### src/rtl/hbc_pkg.sv
package hbc_pkg;

  // What a half-bridge leg is asked to conduct
  typedef enum logic [1:0] {
    LEG_OFF = 2'd0,
    LEG_SRC = 2'd1,
    LEG_SNK = 2'd2
  } leg_e;

  // Chopping sequencer phases
  typedef enum logic [1:0] {
    PH_IDLE  = 2'd0,
    PH_DRIVE = 2'd1,
    PH_FAST  = 2'd2,
    PH_SLOW  = 2'd3
  } phase_e;

  // Fast-decay share of the off period: 5/16 rounded down, at least one cycle
  function automatic int fast_len(input int off_cyc);
    int f;
    f = (off_cyc * 5) / 16;
    if (f < 1) f = 1;
    return f;
  endfunction

endpackage

### src/rtl/hbc_leg.sv
module hbc_leg
  import hbc_pkg::*;
#(
  parameter int DEAD_CYC = 48
) (
  input  logic clk,
  input  logic rst_n,
  input  logic halt_i,
  input  leg_e want_i,
  output leg_e now_o,
  output logic src_o,
  output logic snk_o
);

  localparam int DW = $clog2(DEAD_CYC + 1);
  localparam logic [DW-1:0] DEAD_LOAD = DW'(DEAD_CYC - 1);

  leg_e          cur_q;
  logic [DW-1:0] dcnt_q;

  // A switch that turns off arms the dead counter; the other switch of the
  // leg may only turn on once the counter has run out.
  always_ff @(posedge clk or negedge rst_n) begin
    if (!rst_n) begin
      cur_q  <= LEG_OFF;
      dcnt_q <= '0;
    end else if (halt_i) begin
      cur_q  <= LEG_OFF;
      dcnt_q <= DEAD_LOAD;
    end else if (cur_q != LEG_OFF && cur_q != want_i) begin
      cur_q  <= LEG_OFF;
      dcnt_q <= DEAD_LOAD;
    end else if (cur_q == LEG_OFF && want_i != LEG_OFF && dcnt_q == '0) begin
      cur_q <= want_i;
    end else if (dcnt_q != '0) begin
      dcnt_q <= dcnt_q - 1'b1;
    end
  end

  assign now_o = cur_q;
  assign src_o = (cur_q == LEG_SRC) && !halt_i;
  assign snk_o = (cur_q == LEG_SNK) && !halt_i;

endmodule

### src/rtl/hbc_blank.sv
module hbc_blank #(
  parameter int BLANK_CYC = 100,
  parameter int GW        = 4
) (
  input  logic          clk,
  input  logic          rst_n,
  input  logic [GW-1:0] gate_i,
  output logic          ok_o
);

  localparam int BW = $clog2(BLANK_CYC + 1);
  localparam logic [BW-1:0] BLANK_LOAD = BW'(BLANK_CYC - 1);

  logic [GW-1:0] gate_q;
  logic [BW-1:0] bcnt_q;
  logic          chg;

  assign chg = (gate_i != gate_q);

  // The window restarts on every edge of any gate enable
  always_ff @(posedge clk or negedge rst_n) begin
    if (!rst_n) begin
      gate_q <= '0;
      bcnt_q <= '0;
    end else begin
      gate_q <= gate_i;
      if (chg)                bcnt_q <= BLANK_LOAD;
      else if (bcnt_q != '0)  bcnt_q <= bcnt_q - 1'b1;
    end
  end

  assign ok_o = !chg && (bcnt_q == '0);

endmodule

### src/rtl/hbc_seq.sv
module hbc_seq
  import hbc_pkg::*;
#(
  parameter int OFF_CYC = 3000
) (
  input  logic clk,
  input  logic rst_n,
  input  logic halt_i,
  input  logic dir_i,
  input  logic mixed_i,
  input  logic trip_i,
  input  logic izero_i,
  input  logic accept_ok_i,
  output leg_e want_a_o,
  output leg_e want_b_o
);

  localparam int FAST_CYC = fast_len(OFF_CYC);
  localparam int TW       = $clog2(OFF_CYC + 1);
  localparam logic [TW-1:0] FAST_LAST = TW'(FAST_CYC - 1);
  localparam logic [TW-1:0] OFF_LAST  = TW'(OFF_CYC - 1);

  phase_e        ph_q;
  logic          pol_q;
  logic          zseen_q;
  logic [TW-1:0] tmr_q;

  logic in_off, zon, take;
  leg_e near_leg, far_leg;

  always_comb begin
    in_off = (ph_q == PH_FAST) || (ph_q == PH_SLOW);
    zon    = in_off && (zseen_q || izero_i);
    take   = (ph_q == PH_DRIVE) && trip_i && accept_ok_i;
  end

  always_ff @(posedge clk or negedge rst_n) begin
    if (!rst_n) begin
      ph_q    <= PH_IDLE;
      pol_q   <= 1'b1;
      zseen_q <= 1'b0;
      tmr_q   <= '0;
    end else if (halt_i) begin
      ph_q    <= PH_IDLE;
      zseen_q <= 1'b0;
      tmr_q   <= '0;
    end else begin
      case (ph_q)
        PH_IDLE: begin
          ph_q  <= PH_DRIVE;
          pol_q <= dir_i;
        end
        PH_DRIVE: begin
          if (take) begin
            ph_q    <= mixed_i ? PH_FAST : PH_SLOW;
            tmr_q   <= '0;
            zseen_q <= 1'b0;
          end
        end
        PH_FAST: begin
          tmr_q   <= tmr_q + 1'b1;
          zseen_q <= zseen_q || izero_i;
          if (tmr_q == FAST_LAST) ph_q <= PH_SLOW;
        end
        default: begin
          tmr_q   <= tmr_q + 1'b1;
          zseen_q <= zseen_q || izero_i;
          if (tmr_q == OFF_LAST) begin
            ph_q    <= PH_DRIVE;
            pol_q   <= dir_i;
            zseen_q <= 1'b0;
          end
        end
      endcase
    end
  end

  // "near" is the leg whose source conducts in drive, "far" the other one
  always_comb begin
    case (ph_q)
      PH_DRIVE: begin near_leg = LEG_SRC; far_leg = LEG_SNK; end
      PH_FAST: begin
        near_leg = zon ? LEG_OFF : LEG_SNK;
        far_leg  = zon ? LEG_OFF : LEG_SRC;
      end
      PH_SLOW: begin
        near_leg = zon ? LEG_OFF : LEG_SNK;
        far_leg  = LEG_SNK;
      end
      default: begin near_leg = LEG_OFF; far_leg = LEG_OFF; end
    endcase
    want_a_o = pol_q ? near_leg : far_leg;
    want_b_o = pol_q ? far_leg  : near_leg;
  end

endmodule

### src/rtl/hbridge_chopper.sv
module hbridge_chopper
  import hbc_pkg::*;
#(
  parameter int OFF_CYC   = 3000,
  parameter int BLANK_CYC = 100,
  parameter int DEAD_CYC  = 48
) (
  input  logic clk,
  input  logic rst_n,
  input  logic halt_i,
  input  logic dir_i,
  input  logic mixed_i,
  input  logic trip_i,
  input  logic izero_i,
  output logic a_src_o,
  output logic a_snk_o,
  output logic b_src_o,
  output logic b_snk_o
);

  localparam int NLEG = 2;
  localparam int GW   = 2 * NLEG;

  leg_e          want [NLEG];
  leg_e          now  [NLEG];
  logic          src  [NLEG];
  logic          snk  [NLEG];
  logic [GW-1:0] raw_gate;
  logic          blank_ok;
  logic          settled;

  hbc_seq #(.OFF_CYC(OFF_CYC)) u_seq (
    .clk        (clk),
    .rst_n      (rst_n),
    .halt_i     (halt_i),
    .dir_i      (dir_i),
    .mixed_i    (mixed_i),
    .trip_i     (trip_i),
    .izero_i    (izero_i),
    .accept_ok_i(blank_ok && settled),
    .want_a_o   (want[0]),
    .want_b_o   (want[1])
  );

  for (genvar g = 0; g < NLEG; g++) begin : g_leg
    hbc_leg #(.DEAD_CYC(DEAD_CYC)) u_leg (
      .clk   (clk),
      .rst_n (rst_n),
      .halt_i(halt_i),
      .want_i(want[g]),
      .now_o (now[g]),
      .src_o (src[g]),
      .snk_o (snk[g])
    );
  end

  always_comb begin
    settled = 1'b1;
    for (int i = 0; i < NLEG; i++) begin
      raw_gate[GW-1-2*i] = (now[i] == LEG_SRC);
      raw_gate[GW-2-2*i] = (now[i] == LEG_SNK);
      if (now[i] != want[i]) settled = 1'b0;
    end
  end

  hbc_blank #(.BLANK_CYC(BLANK_CYC), .GW(GW)) u_blank (
    .clk   (clk),
    .rst_n (rst_n),
    .gate_i(raw_gate),
    .ok_o  (blank_ok)
  );

  assign a_src_o = src[0];
  assign a_snk_o = snk[0];
  assign b_src_o = src[1];
  assign b_snk_o = snk[1];

endmodule

### config.mk
export PLATFORM = sky130hd
export DESIGN_NAME = hbridge_chopper
export DESIGN_NICKNAME = d
export VERILOG_FILES = /design/src/rtl/hbc_pkg.sv /design/src/rtl/hbc_leg.sv /design/src/rtl/hbc_blank.sv /design/src/rtl/hbc_seq.sv /design/src/rtl/hbridge_chopper.sv
export SDC_FILE = /design/constraint.sdc
export NUM_CORES = 1
export LEC_CHECK = 0
export BUFFER_PORTS_ARGS = -buffer_cell sky130_fd_sc_hd__buf_2
export CORE_MARGIN = 8
export CORE_UTILIZATION = 55
export CTS_BUF_LIST = sky130_fd_sc_hd__clkbuf_16
export DETAILED_ROUTE_END_ITERATION = 10
export GPL_ROUTABILITY_DRIVEN = 0
export PLACE_DENSITY_LB_ADDON = 0.1
export SKIP_LAST_GASP = 1
export SYNTH_ARGS = -nofsm -noshare
export SYNTH_HDL_FRONTEND = slang
export SYNTH_SLANG_ARGS = --single-unit
### constraint.sdc
create_clock -name clk -period 2.2 [get_ports clk]
set_input_delay 0.11 -clock clk [delete_from_list [all_inputs] [get_ports clk]]
set_output_delay 0.11 -clock clk [all_outputs]
set_load 0.03 [all_outputs]
Word-level counts from Yosys, hierarchy flattened
Cells that the tools add are included.

word-level totals
  bits in registers = 43
  input bits = 7
  output and inout port bits = 4
  word-level logic and storage cells = 119

cells by class
  $add $sub $neg = 4
  eq/ne operators = 17
  muxes and demuxes = 39
  bitwise operators = 2
  reductions and logical operators = 47

operators by type and width
  cell                                                                 number
  6-bit 2-to-1 mux                                                     8
  2-bit 2-to-1 mux                                                     13
  12-bit 2-to-1 mux                                                    2
  12-bit one-hot mux with 2 select lines                               1
  1-bit logical AND                                                    15
  7-bit 2-to-1 mux                                                     2
  12-bit by 1-bit adder with 12-bit output (second input constant)     1
  12-bit by 10-bit == test with 1-bit output (second input constant)   1
  12-bit == test (second input constant)                               1
  6-bit logical NOT                                                    2
  2-bit nonzero test                                                   6
  3-bit nonzero test                                                   4
  6-bit nonzero test                                                   2
  6-bit by 1-bit subtractor with 6-bit output (second input constant)  2
  3-bit by 2-bit != test with 1-bit output (second input constant)     3
  2-bit == test (second input constant)                                4
  1-bit 2-to-1 mux                                                     8
  2-bit one-hot mux with 2 select lines                                2
  7-bit logical NOT                                                    1
  7-bit nonzero test                                                   1
  7-bit by 1-bit subtractor with 7-bit output (second input constant)  1
  2-bit by 1-bit == test with 1-bit output (second input constant)     3
  2-bit logical NOT                                                    3
  2-bit one-hot mux with 3 select lines                                1
  13 further kinds                                                     22

Logic depth before layout (Yosys ltp)
Gate-level depths: netlist of run 1.

  word-level depth = 14
  gate-level depth with buffers = 9
  mapped depth without buffers = 8

By module
From an unflattened synthesis of run 1, not the netlist that was laid out.

unflattened totals
  cell total of the unflattened synthesis = 295
  area, all modules = 2,695.1 µm²

modules (own cells, without submodules)
  module           instances  cells each  area an instance (µm²)  sequential area each (µm²)
  hbc_seq          1          133         1,106.1                 401.6
  hbc_leg          2          53          493.0                   200.2
  hbc_blank        1          46          525.5                   275.3
  hbridge_chopper  1          10          77.6                    0.0

Least setup slack after synthesis of run 1
Ideal clock, no wire load.

  path type = reg2reg
  start point = register u_seq.ph_q[0]
  end point = register u_seq.tmr_q[3]
  setup time = 0.078 ns
  data arrival time = 2.254 ns
  required time = 2.122 ns
  path slack = -0.132 ns
  cell stages (with the launch flop) = 10
  path buffers = 1
  period minus slack after synthesis = 2.332 ns
  path through = dfrtp_1 inv_1 ha_1 or4b_4 and3_4 o2111a_2 a41oi_4 buf_6 o21ai_1 a21oi_1

between the ends
  longest elaborated chain between the ends = 13
  elaborated cells on any way between the ends = 26
  those cells by class = eq/ne (7); mux (10); reduce/logical (9)

RTL lines
  what                                                       line                                         text
  start, declared                                            hbc_seq.sv:23                                phase_e ph_q;
  start signal, assigned                                     hbc_seq.sv:55                                ph_q <= mixed_i ? PH_FAST : PH_SLOW;
  2-bit == test, on equally long branches                    hbc_seq.sv:32, hbc_seq.sv:48, hbc_seq.sv:80
  1-bit logical OR                                           hbc_seq.sv:32                                in_off = (ph_q == PH_FAST) || (ph_q == PH_SLOW);
  1-bit logical AND                                          hbc_seq.sv:33                                zon = in_off && (zseen_q || izero_i);
  1-bit 2-to-1 mux or 2-bit 2-to-1 mux (tied branches)       hbc_seq.sv:84, hbc_seq.sv:83, hbc_seq.sv:87
  2-bit one-hot mux with 2 select lines                      hbc_seq.sv:80                                case (ph_q)
  2-bit 2-to-1 mux                                           hbc_seq.sv:92                                want_a_o = pol_q ? near_leg : far_leg;
  2-bit != test                                              hbridge_chopper.sv:62                        if (now[i] != want[i]) settled = 1'b0;
  1-bit 2-to-1 mux (2 in series)                             hbridge_chopper.sv:62
  1-bit logical AND                                          hbridge_chopper.sv:40                        .accept_ok_i(blank_ok && settled),
  1-bit logical AND                                          hbc_seq.sv:34                                take = (ph_q == PH_DRIVE) && trip_i && accept_ok_i;
  3-bit by 2-bit != test with 1-bit output (no source line)  -
  2-bit AND reduction (no source line)                       -
  end signal, assigned                                       hbc_seq.sv:61                                tmr_q <= tmr_q + 1'b1;
  end signal, assigned                                       hbc_seq.sv:66                                tmr_q <= tmr_q + 1'b1;
  end, declared                                              hbc_seq.sv:26                                logic [TW-1:0] tmr_q;

Several ways; a longest one is shown, not always the timed one.
A chain may end at the register's enable or synchronous reset.

Final worst setup path of run 1
  start point = register u_seq.ph_q[1]
  end point = register u_seq.tmr_q[4]

Same word-level chain as after synthesis.

==> results of run 1 <==
==> state kept, by name, summed over array words and instances, names as in the netlist <==
| register | count |
|---|---|
| u_blank.bcnt_q | 7 |
| u_blank.gate_q | 4 |
| u_seq.tmr_q | 12 |
| g_leg.u_leg.now_o | 4 |
| u_seq.zseen_q | 1 |
| g_leg.u_leg.dcnt_q | 12 |
| u_seq.ph_q | 2 |
| u_seq.pol_q | 1 |
==> worst paths after layout <==
check                                     endpoint  slack [ns]  depth (start not counted)
min in group asynchronous  g_leg[1].u_leg.now_o[1]        0.33                          2
max in group asynchronous            u_seq.zseen_q        1.19                          3
max reg2reg                         u_seq.tmr_q[4]       -0.14                         10
max                                 u_seq.tmr_q[4]       -0.14                         10
min                                    u_seq.pol_q        0.06                          2
min reg2reg                      u_blank.bcnt_q[5]        0.52                          2
==> timing repair <==
action                     in CTS  in global routing
hold buffers                    1                  0
pin swaps                      12                  7
hold endpoints to repair       20                  0
setup endpoints to repair      16                 31
cloned                          1                  0
resized for setup              13                 16
buffers inserted                6                  6
==> per-layer routing <==
metal | track usage [%] | up-vias | wire length (µm)
met5 | 0 | - | 0
met1 | 20.9 | 1099 | 2710
li1 | - | 1167 | -
met3 | 4.15 | 10 | 185
met2 | 30.4 | 28 | 3100
met4 | 6.85 | 0 | 108
==> cell usage in the layout, fill, tap and decap left out, types with 5 or more instances in the layout <==
cell type / n
dfrtp_1: 42
buf_4: 35
nor2_1: 31
nand2_1: 28
a21oi_1: 22
inv_1: 19
o21ai_0: 13
nor3_1: 11
ha_1: 11
buf_2: 10
nand3_1: 8
o21ai_1: 7
nand2b_1: 6
mux2i_1: 6
mux2_2: 6
xnor2_1: 5
clkbuf_16: 5
buf_6: 5
==> power groups by stage <==
| stage | Sequential (W) | Clock [W] | Combinational, W |
|---|---|---|---|
| after floorplan | 0.00103 | 0 | 0.000895 |
| after global placement | 0.00105 | 0 | 0.00127 |
| after detailed placement | 0.00105 | 0 | 0.00130 |
| after CTS | 0.00104 | 0.000846 | 0.00160 |
| after global routing | 0.00107 | 0.000874 | 0.00189 |
| final | 0.00105 | 0.000830 | 0.00172 |
==> kinds of logic (layout without fill, tap and decap cells) <==
| family | after synthesis | in the layout | synth area share [%] |
|---|---|---|---|
| compound gates | 68 | 69 | 15.8 |
| xor+xnor | 12 | 12 | 3.97 |
| fa+ha+maj | 12 | 12 | 5.67 |
| buf+inv | 32 | 82 | 5.20 |
| flops | 43 | 43 | 40.7 |
| mux | 12 | 12 | 4.82 |
| simple gates | 125 | 125 | 23.8 |
==> critical path: stages (launching register included) <==
cell and delay, ns:
dfrtp_1 0.39, buf_6 0.12, ha_4 0.12, or4b_4 0.50, and3_4 0.18, o2111a_2 0.30, a41oi_4 0.22, buf_12 0.16
buf_12 0.10, o21ai_2 0.04, a21oi_1 0.12
==> Yosys cell counts, drive strengths merged, types with 2 or more instances <==
cell type	number	area (µm²)
o21ai	24	120
dfrtp	42	1050
nand2	31	116
o211ai	3	22.5
buf	5	36.3
nor4	2	12.5
a222oi	2	20.0
a31oi	2	12.5
a211oi	2	15.0
nor3	11	55.1
and2	2	12.5
xnor2	7	61.3
o21a	3	22.5
mux2	6	67.6
or3	5	31.3
nor2	32	120
a21oi	25	129
nand4	4	25.0
nand2b	6	37.5
or2	2	12.5
or4	2	15.0
clkbuf	7	26.3
nor3b	4	30.0
nand3	9	45.0
xor2	5	43.8
inv	20	75.1
mux2i	6	60.1
nor2b	5	31.3
and3	4	30.0
ha	12	150
==> metrics by stage <==
step | TNS, ns | setup WS [ns] | utilization (%) | instances | hold slack (ns)
after floorplan | 0 | 0.0259 | - | 304 | -0.186
after global routing | -4.27 | -0.219 | 72.8 | 409 | 0.0736
after global placement | -0.521 | -0.107 | 63.3 | 388 | 0.108
final | -1.60 | -0.141 | 72.8 | 409 | 0.0646
after detailed placement | -1.61 | -0.241 | 63.3 | 388 | 0.116
after CTS | -1.18 | -0.112 | 70.2 | 404 | 0.0595
==> final cells by class <==
cell class	count	area, µm²
timing repair buffer	54	439
fill	336	1270
tap	54	67.6
inverter	20	75.1
sequential	43	1080
clock buffer	5	125
clock inverter	3	38.8
multi-input combinational	230	1590
==> impl_metrics.tcl, run 1 <==
set metrics [dict create \
    status "complete, but fails checks" \
    violations "setup timing" \
    power_leakage_nw 1.55 \
    start_util_pct 56.4 \
    netlist_area_mm2 0.00265 \
    clk_latency_ns 0.29 \
    routedWlPerCell_um 14.9 \
    max_freq_mhz 427 \
    dr.pass1.iters 4 \
    async_flop_share_pct 100 \
    row_count 25 \
    cts_made_buffers 5 \
    antenna_found_initial 0 \
    io_pins 11 \
    maxCapViolations 0 \
    rsz0062_at_grt "yes" \
    worst-endpoint-arrival_ns 2.55 \
    core_area_mm2 0.00469 \
    dp_hpwl_um 3970 \
    power_w 0.00360 \
    final_area_mm2 0.00342 \
    die_h_um 85.4 \
    placed_cell_area_mm2 0.00297 \
    final_max_slew_viol_count 0 \
    hp-class "input pin to flop" \
    p_switching_w 0.00132 \
    pwr-share-clk_pct 23.1 \
    vias 2304 \
    area_growth_syn_to_layout_pct 29.1 \
    fin_crit_ns 2.34 \
    post_drt_via_cell_ratio 5.63 \
    combPwrFrac_pct 47.8 \
    synth_nets 323 \
    yosysWarnings 0 \
    r2r-start "u_seq.ph_q[1]" \
    grt_max_degree 25 \
    io_buffers 10 \
    drt-initial-drc-count 80 \
    clk_pin_slew_ns 0.06 \
    fin_ws_ns -0.141 \
    syn-instance-count 304 \
    startpoint_type "flop" \
    power_frac_seq_pct 29.1 \
    vdd.ir_drop.worst_mv 0.545 \
    clock_skew_ns 0.00473 \
    clk_path_buf_depth 2 \
    avgSynthCellArea_um2 8.71 \
    synth-seq-cells 43 \
    ant_nets 0 \
    cts_max_level 2 \
    cts_root_buf "clkbuf_16" \
    worstPathRequired_ns 2.41 \
    internal_power_w 0.00228 \
    startpoint "u_seq.ph_q[1]" \
    yosysUniqueCellTypes 49 \
    finalHoldViolations 0 \
    grt_overflow_total 0 \
    fp.dieW_um 85.4 \
    setup_viol 19 \
    wirelength_um 6110 \
    antenna_cells 0 \
    p_sw_share_pct 36.7 \
    crit_type "flop to flop" \
    fin_nets 373 \
    power_density_mw_per_mm2 1050 \
    gr-usage-all-layers_pct 17.7 \
    ys.flop_type "dfrtp_1" \
    drcViolationCount 0 \
    drive_above_1_share_pct 27.3 \
    min_from "dir_i" \
    path_max_fanout 6 \
    grt_pass1_vias 2286 \
    synth_edf_count 0 \
    endpoint_kind "flop" \
    die_area_mm2 0.00729 \
    finalCritPeriodShare_pct 106 \
    grt_pass1_wl_um 10400 \
    cts.sinks 43 \
    cts_tree "built" \
    ys_seq_area_share_pct 40.7 \
    maxSlewHeadroom_pct 64.6 \
    worstMarginPinSlew_ns 0.531 \
]
No activity file was read; power rests on OpenSTA's default activity.
==> inputs of run 2 (changes only) <==
- CORE_UTILIZATION: 55 -> 56
- SYNTH_HIERARCHICAL: unset -> 1
==> run 2 against run 1 <==
Via count grew 4.1%. Utilization is the same. Setup slack lost 0.028 ns. Clock skew is essentially flat. The flow still finishes with violations (setup timing). Non-clock buffer count grew 3. Cell area is the same. First-iteration DRC count grew 30%. Cell count shrank 0.49%. Critical path depth grew 1. Sequential share of layout area grew 0.15 points. Largest cell class unchanged. Global-route usage shrank 0.61 points. Highest routed layer unchanged.
==> impl_metrics.tcl, run 2 <==
set metrics [dict create \
    cts_max_level 2 \
    mostFrequentLayoutCell "buf_4" \
    clk_path_buf_depth 2 \
    start_util_pct 57.4 \
    vdd.ir_drop.worst_mv 0.707 \
    min_from "dir_i" \
    grt_pass1_wl_um 10300 \
    fin_crit_ns 2.37 \
    finalCritPeriodShare_pct 108 \
    fp.dieW_um 85.4 \
    avgSynthCellArea_um2 9.14 \
    post_drt_via_cell_ratio 5.89 \
    fin_ws_ns -0.169 \
    cts_made_buffers 5 \
    maxSlewHeadroom_pct 55.6 \
    path_max_fanout 5 \
    core_area_mm2 0.00469 \
    clock_skew_ns 0.00514 \
    violations "setup timing" \
    cpLargestDelayFamily "compound AO/OA/AOI/OAI gates" \
    yosysWarnings 6 \
    async_flop_share_pct 100 \
    antenna_cells 0 \
    die_h_um 85.4 \
    syn-instance-count 295 \
    drive_above_1_share_pct 29.5 \
    reg_top3 "g_leg.u_leg/dcnt_q (12), u_seq/tmr_q (12), u_blank/bcnt_q (7)" \
    synth_top_area_share_pct 39.0 \
    crit_type "flop to flop" \
    synth-seq-cells 43 \
    io_buffers 10 \
    antenna_found_initial 0 \
    row_count 25 \
    placed_cell_area_mm2 0.00311 \
    grt_max_degree 31 \
    grt_overflow_total 0 \
    status "complete, but fails checks" \
    clk_pin_slew_ns 0.06 \
    ant_nets 0 \
    worst-endpoint-arrival_ns 2.57 \
    clk_latency_ns 0.28 \
    grt_pass1_vias 2294 \
    endpoint_kind "flop" \
    io_pins 11 \
    routedWlPerCell_um 14.7 \
    startpoint_type "flop" \
    synth_most_common_cell "dfrtp_1" \
    final_max_slew_viol_count 0 \
    ys_seq_area_share_pct 40.0 \
    worstPathRequired_ns 2.40 \
    fin_hold_ws_ns 0.0676 \
    synth_edf_count 0 \
    critPathMaxStageDelay_ns 0.43 \
    max_freq_mhz 422 \
    netlist_area_mm2 0.00270 \
    fin_nets 371 \
    power_leakage_nw 1.47 \
    yosysUniqueCellTypes 62 \
    vias 2399 \
    synthTopCellsByCount "dfrtp_1, o21ai_0, inv_1" \
    most-common-layout-cells "buf_4, dfrtp_1, inv_1" \
    critPathSlowestCell "dfrtp_1" \
    worstMarginPinSlew_ns 0.666 \
    die_area_mm2 0.00729 \
    drt-initial-drc-count 104 \
    path_cells "inv_2 > ha_4 > inv_2 > o211a_1 > nor3_4 > xor2_1 > nor4_2 > a21boi_2 > a21o_1 > a311o_1 > o22ai_1" \
    setup_viol 14 \
    cts_root_buf "clkbuf_16" \
    rsz0062_at_grt "yes" \
    power_density_mw_per_mm2 923 \
    critPathBufInv 2 \
    synth_nets 314 \
    yosys.area.top_type "dfrtp_1" \
    cts.sinks 43 \
    ys.flop_type "dfrtp_1" \
    r2r-start "u_seq/ph_q[0]" \
    final_area_mm2 0.00342 \
    synthTopCellsByArea "dfrtp_1, ha_1, o21ai_0" \
    startpoint "u_seq/ph_q[0]" \
    setup_tns_ns -1.42 \
    area_growth_syn_to_layout_pct 26.8 \
    critPathMostFrequentCell "inv_2" \
    wirelength_um 5990 \
    dp_hpwl_um 4310 \
    finalHoldViolations 0 \
    maxCapViolations 0 \
    n_fill_cell 366 \
    cts_tree "built" \
    dr.pass1.iters 4 \
    drcViolationCount 0 \
    hp-class "input pin to flop" \
    gr-usage-all-layers_pct 17.1 \
]
## run 2: cell types whose count changed in the layout (fill, tap and decap cells not counted), sizes merged, moves of 8 or more
cell	before	now
a21oi	25	9
nand2	31	18
nor2	32	20
o31ai	1	11
nor2b	5	13
## run 2: layer usage
layer,track usage [%],wire (µm)
met5,0,0
met4,3.82,51
met3,3.28,174
met2,29.0,2990
met1,21.9,2770
## run 2: logic make-up after synthesis
kind of cell | count (synthesis) | share of synthesized area (%)
DFF | 43 | 40.0
AOI/OAI and AO/OA | 89 | 22.7
adders and majority gates | 12 | 5.57
xor gates and xnor gates | 8 | 2.60
muxes | 1 | 0.418
buffers and inverters | 31 | 4.64
and+or+nand+nor | 111 | 24.1
## run 2: cell type report
type                            count  area, µm²  share of cell area [%]
Clock inverter                      3       38.8                    1.14
Inverter                           24       90.1                    2.64
Clock buffer                        5        125                    3.66
Tap cell                           54       67.6                    1.98
Timing Repair Buffer               57        417                    12.2
Multi-Input combinational cell    221       1600                    46.7
Sequential cell                    43       1080                    31.7
## run 2: report_power, final
group / total, W / switching (W) / internal, W
clock network: 0.000818 / 0.000289 / 0.000529
registers: 0.00104 / 0.000124 / 0.000916
logic: 0.00130 / 0.000639 / 0.000659
total: 0.00315 / 0.00105 / 0.00210
## run 2: repair_timing
item                                    in CTS  in global routing
setup buffers                                6                  3
pin swaps                                    7                  2
cloned                                       1                  0
hold buffers                                 1                  0
hold endpoints to repair                    29                  0
resized for setup                           11                 15
endpoints found under the setup margin      14                 15
## run 2: worst paths after layout
path	to	slack (ns)	cells past startpoint
worst min register to register	u_blank/gate_q[2]	0.47	1
worst min-delay path	u_seq/pol_q	0.07	2
worst max-delay path	u_seq/ph_q[0]	-0.17	11
min in group asynchronous	g_leg[0].u_leg/dcnt_q[2]	0.40	2
max in group asynchronous	u_seq/pol_q	1.09	3
worst max register to register	u_seq/ph_q[0]	-0.17	11
## run 2: metrics by stage
stage / setup WS, ns / power, W / util [%] / cells
finish: -0.169 / 0.00315 / 72.8 / 407
global route: -0.264 / 0.00335 / 72.8 / 407
CTS: -0.146 / 0.00311 / 71.5 / 404
detailed placement: -0.191 / 0.00221 / 66.2 / 388
global placement: -0.107 / 0.00218 / 66.2 / 388
floorplan: -0.0385 / 0.00179 / - / 295
==> inputs of run 3 (changes only) <==
- CORE_UTILIZATION: 56 -> 58
- CTS_BUF_LIST: sky130_fd_sc_hd__clkbuf_16 -> sky130_fd_sc_hd__clkbuf_4 sky130_fd_sc_hd__clkbuf_8
==> run 3 against run 2 <==
The flow still finishes with violations (setup timing). Non-clock buffer count increased by 8. Cell area hardly changed. Count of clock-buffer cells in the layout up 2. Flip-flop and latch count stayed put. Via count grew 2.7%. Setup slack got worse by 0.0079 ns. Maximum frequency fell by 0.33%. Hold slack worse by 0.014 ns. Sequential power about the same. Utilization is 1.4 points higher. Routed wire length rose by 7.5%. Die area shrank 2.8%. Critical path type unchanged. Largest cell class unchanged.
==> impl_metrics.tcl, run 3 (synthesis gave the netlist of run 2 again) <==
set metrics [dict create \
    clock_skew_ns 0.0131 \
    worst-r2r-cell-count 12 \
    routedWlPerCell_um 15.5 \
    cts_made_buffers 5 \
    io_buffers 10 \
    vdd.ir_drop.worst_mv 0.513 \
    die_h_um 84.2 \
    setup_viol 15 \
    grt_pass1_wl_um 10800 \
    drive_above_1_share_pct 31.0 \
    worst-endpoint-arrival_ns 2.56 \
    core_area_mm2 0.00460 \
    final_area_mm2 0.00341 \
    rsz0062_at_grt "yes" \
    n_fill_cell 333 \
    rrSetupSlack_ns -0.18 \
    hp-class "input pin to flop" \
    dr.pass1.iters 4 \
    most-common-layout-cells "buf_4, dfrtp_1, inv_1" \
    power_leakage_nw 1.48 \
    fin_ws_ns -0.177 \
    max_freq_mhz 421 \
    holdPathStages 2 \
    cts_tree "built" \
    maxCapViolations 0 \
    clk_latency_ns 0.30 \
    area_growth_syn_to_layout_pct 26.7 \
    grt_overflow_total 0 \
    critPathBufInv 1 \
    final_max_slew_viol_count 0 \
    crit_type "flop to flop" \
    critPathMostFrequentCell "nor2_1" \
    startpoint_type "flop" \
    r2r-start "g_leg[1].u_leg/now_o[0]" \
    min_to "u_seq/pol_q" \
    power_w 0.00285 \
    worstMarginPinSlew_ns 0.764 \
    fp.dieW_um 84.2 \
    vias 2464 \
    maxSlewHeadroom_pct 49.1 \
    worstPathRequired_ns 2.38 \
    antenna_found_initial 0 \
    path_cells "nor2b_2 > xnor2_1 > and4_1 > and3_1 > nand2_1 > nor4_2 > a21boi_1 > nor2_1 > nor2_1 > buf_4 > o21ai_1 > o31ai_1" \
    drt-initial-drc-count 90 \
    clk_path_buf_depth 2 \
    ant_nets 0 \
    finalHoldViolations 0 \
    endpoint_kind "flop" \
    gr-usage-all-layers_pct 18.2 \
    reg_top3 "g_leg.u_leg/dcnt_q (12), u_seq/tmr_q (12), u_blank/bcnt_q (7)" \
    fin_nets 379 \
    post_drt_via_cell_ratio 5.94 \
    fin_crit_ns 2.38 \
    cts.sinks 43 \
    die_area_mm2 0.00708 \
    violations "setup timing" \
    wirelength_um 6440 \
    critPathSlowestCell "dfrtp_2" \
    mostFrequentLayoutCell "buf_4" \
    start_util_pct 58.6 \
    clk_pin_slew_ns 0.08 \
    row_count 25 \
    worstReg2RegEnd "u_seq/tmr_q[4]" \
    drcViolationCount 0 \
    path_max_fanout 8 \
    grt_pass1_vias 2313 \
    status "complete, but fails checks" \
    cts_max_level 2 \
    io_pins 11 \
    place_ws_ns -0.133 \
    fin_hold_ws_ns 0.0541 \
    power_density_mw_per_mm2 833 \
    antenna_cells 0 \
    dp_hpwl_um 4330 \
    placed_cell_area_mm2 0.00311 \
    cts_root_buf "clkbuf_8" \
    min_from "dir_i" \
    finalCritPeriodShare_pct 108 \
    critPathMaxStageDelay_ns 0.43 \
    cpLargestDelayFamily "simple AND/OR/NAND/NOR gates" \
    grt_max_degree 35 \
]
## run 3: cell types whose count changed in the layout (fill, tap and decap cells not counted), moves of 3 or more
cell / previous run / this run
clkbuf_8: 0 / 6
o21ai_1: 11 / 15
buf_4: 43 / 53
clkbuf_16: 5 / 0
nor2b_1: 12 / 9
o21ai_2: 7 / 3
## run 3: layout make-up
class	instances	area (µm²)	area share [%]
clock buffers	7	90.1	2.64
clock inverters	1	5.00	0.147
inverters	24	92.6	2.71
multi-input cells	221	1610	47.1
flip-flops and latches	43	1080	31.7
well taps	54	67.6	1.98
repair buffers	65	469	13.7
## run 3: how the worst max path moves through the flow
| stage | startpoint | end | depth (start not counted) |
|---|---|---|---|
| 4_1_cts | g_leg[0].u_leg/now_o[1] | u_seq/ph_q[0] | 10 |
| 3_3_place_gp | g_leg[0].u_leg/now_o[0] | u_seq/tmr_q[7] | 12 |
| 6_report | g_leg[1].u_leg/now_o[0] | u_seq/tmr_q[4] | 12 |
| 2_1_floorplan | g_leg[0].u_leg/now_o[1] | u_seq/ph_q[0] | 10 |
| 5_1_grt | g_leg[0].u_leg/now_o[1] | u_seq/tmr_q[3] | 12 |
| 3_5_place_dp | g_leg[0].u_leg/now_o[0] | u_seq/tmr_q[6] | 12 |
## run 3: routing by layer
| layer | GRT usage, % | routed length (µm) | up-vias |
|---|---|---|---|
| met4 | 6.28 | 116 | 0 |
| met5 | 0 | 0 | - |
| li1 | - | - | 1220 |
| met3 | 4.16 | 289 | 9 |
| met2 | 28.0 | 3020 | 56 |
| met1 | 24.3 | 3010 | 1179 |
## run 3: per-stage QoR
step,instances,utilization [%],TNS [ns]
3_5_place_dp,388,67.6,-1.18
4_1_cts,409,72.7,-0.826
3_3_place_gp,388,67.6,-0.922
6_report,415,74.3,-1.89
5_1_grt,415,74.3,-4.08
2_1_floorplan,295,-,-0.241
## run 3: power by group
group	internal, W	total [W]	switching (W)
logic	0.000634	0.00126	0.000629
clock network	0.000266	0.000533	0.000268
registers	0.000916	0.00105	0.000134
## run 3: what timing repair did
action,CTS,global route
hold endpoints to repair,31,0
hold buffers,1,0
pin swaps,13,2
endpoints found under the setup margin,14,16
buffers inserted,12,6
resized for setup,18,5
